**config.mk**
```make
export PLATFORM = sky130hd
export DESIGN_NAME = bus_adder
export DESIGN_NICKNAME = d
export VERILOG_FILES = /design/src/rtl/bus_adder.sv
export SDC_FILE = /design/constraint.sdc
export NUM_CORES = 1
export LEC_CHECK = 0
export ABC_AREA = 1
export BUFFER_PORTS_ARGS = -buffer_cell sky130_fd_sc_hd__buf_2
export CAP_MARGIN = 20
export CORE_MARGIN = 2
export CORE_UTILIZATION = 30
export DETAILED_ROUTE_END_ITERATION = 6
export PLACE_DENSITY = 0.51
export SYNTH_ARGS = -nofsm -noshare
export SYNTH_HDL_FRONTEND = slang
export SYNTH_SLANG_ARGS = --single-unit
```
**constraint.sdc**
```tcl
create_clock -name clk -period 5.12 [get_ports clk]
set_input_delay 0.768 -clock clk [delete_from_list [all_inputs] [get_ports clk]]
set_output_delay 0.768 -clock clk [all_outputs]
set_load 0.01 [all_outputs]
```
**src/rtl/bus_adder.sv**
```systemverilog
module bus_adder #(
  parameter int W    = 16,
  parameter int AW   = 5,
  parameter int BASE = 8
) (
  input  logic          clk,
  input  logic          rst_n,
  input  logic [W-1:0]  bus_in,
  input  logic          latch_a,
  input  logic          latch_b,
  input  logic [AW-1:0] src_addr,
  output logic [W-1:0]  bus_out,
  output logic          bus_oe,
  output logic          carry,
  output logic          zero
);
  localparam logic [AW-1:0] ADDR_LO = AW'(BASE);
  localparam logic [AW-1:0] WIN     = AW'(4);

  logic [W-1:0]  a_q, b_q;
  logic [AW-1:0] off;
  logic          hit, is_sub;
  logic [W:0]    sum_x, diff_x;

  always_ff @(posedge clk or negedge rst_n)
    if (!rst_n) begin
      a_q <= '0;
      b_q <= '0;
    end else begin
      if (latch_a) a_q <= bus_in;
      if (latch_b) b_q <= bus_in;
    end

  assign sum_x  = {1'b0, a_q} + {1'b0, b_q};
  assign diff_x = {1'b0, a_q} + {1'b0, ~b_q} + (W+1)'(1);

  assign off    = src_addr - ADDR_LO;
  assign hit    = off < WIN;
  assign is_sub = hit && off[1:0] == 2'd1;

  always_comb begin
    bus_out = '0;
    if (hit)
      case (off[1:0])
        2'd0:    bus_out = sum_x[W-1:0];
        2'd1:    bus_out = diff_x[W-1:0];
        2'd2:    bus_out = a_q;
        default: bus_out = b_q;
      endcase
  end

  assign bus_oe = hit;
  assign carry  = is_sub ? diff_x[W] : sum_x[W];
  assign zero   = is_sub ? (diff_x[W-1:0] == '0) : (sum_x[W-1:0] == '0);
endmodule


```
**After elaboration in Yosys (flattened, before gate mapping)**

Cells that the tools add are included.

- Output and inout port bits: 19
- Register bits after elaboration: 32

- Magnitude comparators: 1
- $add $sub $neg: 4
- Muxes and demuxes: 4
- Eq/ne operators: 2
- Bitwise logic cells: 1
- Reduce and logical (&&, ||, !) cells: 4

Operators by type and width:

| kind | number |
|---|---|
| $pmux W16 S3 | 1 |
| $add A16 B16 Y17 | 2 |
| $logic_not A16 Y1 | 2 |
| $add A17 B1 Y17 const B | 1 |
| $mux W16 | 1 |
| $not A16 Y16 | 1 |
| $lt A5 B3 Y1 const B | 1 |
| $sub A5 B4 Y5 const B | 1 |
| $eq A2 B1 Y1 const B | 1 |
| $eq A2 B2 Y1 const B | 1 |
| $logic_not A2 Y1 | 1 |
| $mux W1 | 2 |
| $logic_and A1 B1 Y1 | 1 |

**Longest topological paths before layout**

- Depth after elaboration: 5
- Gate-level depth with buffers: 17
- Depth with buffers taken out: 16

**Least setup slack after synthesis**

OpenSTA, ideal clock, no wires.

- Path type: reg2out
- Start: reg a_q[0]
- End: out bus_out[14]
- Data required time: 4.352 ns
- Buffers on the path: 0
- Stages on the path, launching flop included: 17
- Arrival time: 1.855 ns
- Setup slack: 2.497 ns
- Cells stage by stage: dfrtp_1 -> inv_1 -> ha_1 -> inv_1 -> fa_1 -> nand2_1 -> nand2_1 -> nand3_1 -> nand2_1 -> nand3_1 -> nand2_1 -> nand2_1 -> nand2_1 -> nand2_1 -> nand2_1 -> o21ai_1 -> inv_1

- Longest elaborated chain between the ends: 4
- Elaborated cells between the ends (all ways): 5
- Classes of those cells: 3 x add/sub; 2 x mux

RTL lines:

| item | line | RTL |
|---|---|---|
| start: declaration | 20 | `logic [W-1:0] a_q, b_q;` |
| start signal: assignment | 30 | `if (latch_a) a_q <= bus_in;` |
| $add A16 B16 Y17 | 35 | `assign diff_x = {1'b0, a_q} + {1'b0, ~b_q} + (W+1)'(1);` |
| $add A17 B1 Y17 | 35 |  |
| $pmux W16 S3 (*) | 44 | `case (off[1:0])` |
| $mux W16 (*) | 43 | `if (hit)` |
| end: declaration | 12 | `output logic [W-1:0] bus_out,` |

Every way passes the cells marked *; elsewhere a longest branch is shown, timed or not.

**Worst setup path after layout**

- Start: reg a_q[0]
- End: out zero

- Longest elaborated chain between the ends: 4
- Elaborated cells between the ends (all ways): 6
- Classes of those cells: 3 x add/sub; 1 x mux; 2 x reduce/logical

RTL lines:

| item | line | RTL |
|---|---|---|
| $add A16 B16 Y17 | 35 |  |
| $add A17 B1 Y17 | 35 |  |
| $logic_not A16 Y1 | 54 | `assign zero = is_sub ? (diff_x[W-1:0] == '0) : (sum_x[W-1:0] == '0);` |
| $mux W1 (*) | 54 |  |
| end: declaration | 15 | `output logic zero` |

Marks and branches as above.

==> impl_metrics.env <==
export IMPL_run_status="finished, final reports clean"
export IMPL_crit_type="flip-flop to primary output"
export IMPL_hold_viol_final=0
export IMPL_die_x_um=118
export IMPL_wl_per_cell_um=16.0
export IMPL_clk_pin_slew_ns=0.06
export IMPL_synthCells=641
export IMPL_r2r_end="a_q[1]$_DFFE_PN0P_"
export IMPL_fp_dieArea_um2=14000
export IMPL_cp_slowest_stage_delay_ns=0.48
export IMPL_row_count=41
export IMPL_grt_overflow_total=0
export IMPL_antenna_found_initial=0
export IMPL_worstMarginPinSlew_ns=0.793
export IMPL_fin_crit_sh_pct=70.8
export IMPL_rsz0062_at_grt="no"
export IMPL_final_common_cell="nand2_1"
export IMPL_hold_path_class="input port to asynchronous set/reset pin"
export IMPL_critPathCaptureType="primary output"
export IMPL_final_antenna_net_count=0
export IMPL_via_per_inst=5.00
export IMPL_yosysSeqAreaShare_pct=20.4
export IMPL_path_max_fanout=4
export IMPL_grt_pass1_vias=4026
export IMPL_start_util_pct=31.0
export IMPL_cts_resized_gates=0
export IMPL_critPathTopFamily="simple AND/OR/NAND/NOR gates"
export IMPL_drv_slew=0
export IMPL_period_minus_slack_ns=3.62
export IMPL_cts_hold_buf=0
export IMPL_finalSetupTns_ns=0
export IMPL_clock_root_buffer="clkbuf_16"
export IMPL_path_cells="inv_1, ha_1, inv_1, fa_1, nand2_1, nand2_1, nand3_1, nand2_1, nand2_1, nand2_1, nor2_1, nand3_1, nor2_1, nand3_1, o21ai_2, buf_2"
export IMPL_cts_sinks=32
export IMPL_nets=732
export IMPL_final_cell_mix="nand2_1 (197), inv_1 (106), nand3_1 (56), o21ai_0 (53)"
export IMPL_dpl_hpwl_um=11100
export IMPL_relSlewSlack_pct=47.2
export IMPL_insertedDiodeCount=0
export IMPL_vdd_drop_max_mv=0.119
export IMPL_cts_htree_levels=2
export IMPL_drive_gt1_share_pct=13.7
export IMPL_utilization_pct=34.6
export IMPL_clk_latency_ns=0.28
export IMPL_synth_nets=701
export IMPL_reg2reg_from="a_q[1]$_DFFE_PN0P_"
export IMPL_grt_pass1_wl_um=21800
export IMPL_cts_buffers=5
export IMPL_fmax_mhz=276
export IMPL_grt_usage_pct=19.7
export IMPL_synth_seq_cells=32
export IMPL_setup_viol_count_final=0
export IMPL_cts_setup_buffers=0
export IMPL_critPathBufInv=3
export IMPL_crit_slowest_cell="fa_1"
export IMPL_max_cap_violations=0
export IMPL_ys_warnings_count=0
export IMPL_crit_required_ns=4.35
export IMPL_grt_max_degree=33
export IMPL_skew_ns=0
export IMPL_critPathLaunchType="flip-flop"
export IMPL_totalWireLength_um=13500
export IMPL_vias=4223
export IMPL_syn_area_per_cell_um2=6.12
export IMPL_die_h_um=118
export IMPL_worstPathArrival_ns=2.86
export IMPL_reg2reg_setup_slack_ns=4.25
export IMPL_p_per_area_nw_per_um2=280
export IMPL_p_leak_nw=2.48
export IMPL_crit_top_cell="nand2_1"
export IMPL_area_growth_pct=11.6
export IMPL_portBuffers=43
export IMPL_drt_pass1_iter_count=5
export IMPL_tritoncts="done"
export IMPL_drtIter0Drc=241
export IMPL_clock_path_buffers=2
export IMPL_r2r_cells=2
export IMPL_design_core_area_um2=12700
export IMPL_syn_cell_area_um2=3920
export IMPL_ioPinCount=44
export IMPL_drc=0
export IMPL_ys_types=37
export IMPL_fill_cells=1414
export IMPL_place_congestion=0.963
==> synthesized netlist by cell type (all sizes together) <==
cell / n / area, µm²
nand3: 57 / 290
a31oi: 1 / 6.26
dfrtp: 32 / 801
nor3: 2 / 10.0
xor2: 1 / 8.76
fa: 2 / 40.0
o221ai: 7 / 61.3
clkbuf: 5 / 18.8
o211ai: 1 / 7.51
o22ai: 1 / 6.26
a221oi: 1 / 8.76
nand4: 9 / 56.3
mux2: 10 / 113
clkinv: 1 / 3.75
o21bai: 3 / 26.3
inv: 114 / 428
ha: 33 / 413
nor2: 52 / 246
and2: 2 / 12.5
nand2: 203 / 777
nand3b: 1 / 7.51
buf: 14 / 110
o21ai: 56 / 284
a21oi: 33 / 188
==> sequential cells by signal, indices dropped and copies added (netlist names) <==
| name | count |
|---|---|
| a_q | 16 |
| b_q | 16 |
==> worst max-delay path by stage <==
stage               cells after the start  slack (ns)          end               start
finish                                 16        1.50         zero  a_q[0]$_DFFE_PN0P_
global route                           16        1.30         zero  a_q[0]$_DFFE_PN0P_
CTS                                    16        1.53         zero  a_q[0]$_DFFE_PN0P_
detailed placement                     16        1.83         zero  a_q[0]$_DFFE_PN0P_
global placement                       16        1.82         zero  a_q[0]$_DFFE_PN0P_
floorplan                              16        2.50  bus_out[14]  a_q[0]$_DFFE_PN0P_
==> cells by family (layout without fill, tap and decap cells) <==
| group | count (synthesis) | in the layout | share of synthesized area, % |
|---|---|---|---|
| and+or+nand+nor | 326 | 326 | 35.7 |
| muxes | 10 | 10 | 2.87 |
| AOI/OAI and AO/OA | 103 | 103 | 15.0 |
| buffers and inverters | 134 | 165 | 14.3 |
| DFF | 32 | 32 | 20.4 |
| adders and majority gates | 35 | 35 | 11.5 |
| xor gates and xnor gates | 1 | 1 | 0.223 |
==> metrics by stage <==
stage	setup WS (ns)	instances	area, µm²	hold WS (ns)	power (mW)
final	1.50	844	4380	0.568	1.23
after global routing	1.30	844	4380	0.599	1.32
after CTS	1.53	844	4380	0.583	1.22
after detailed placement	1.83	837	4230	0.571	0.897
after global placement	1.82	837	4230	0.553	0.899
after floorplan	2.50	641	3920	0.472	0.740
==> power breakdown <==
part / total [mW] / internal [mW] / switching (mW)
sequential: 0.299 / 0.277 / 0.0224
clock: 0.324 / 0.204 / 0.120
combinational: 0.602 / 0.188 / 0.414
==> layer usage <==
| metal | global-route usage [%] | share of wire (%) | vias to the layer above |
|---|---|---|---|
| met5 | 0 | 0 | - |
| met4 | 5.27 | 1.6 | 0 |
| met3 | 1.98 | 4.8 | 16 |
| met2 | 30.2 | 44 | 145 |
| met1 | 29.1 | 50 | 1967 |
| li1 | - | - | 2095 |
==> final cells by class <==
class                   count  area, µm²  area share, %
multi-input cells         475       2560           58.5
flip-flops and latches     32        801           18.3
inverters                 115        432           9.86
repair buffers             43        215           4.92
well taps                 172        215           4.92
clock buffers               7        153           3.49
Note: power is estimated with default switching activity, not from simulation.
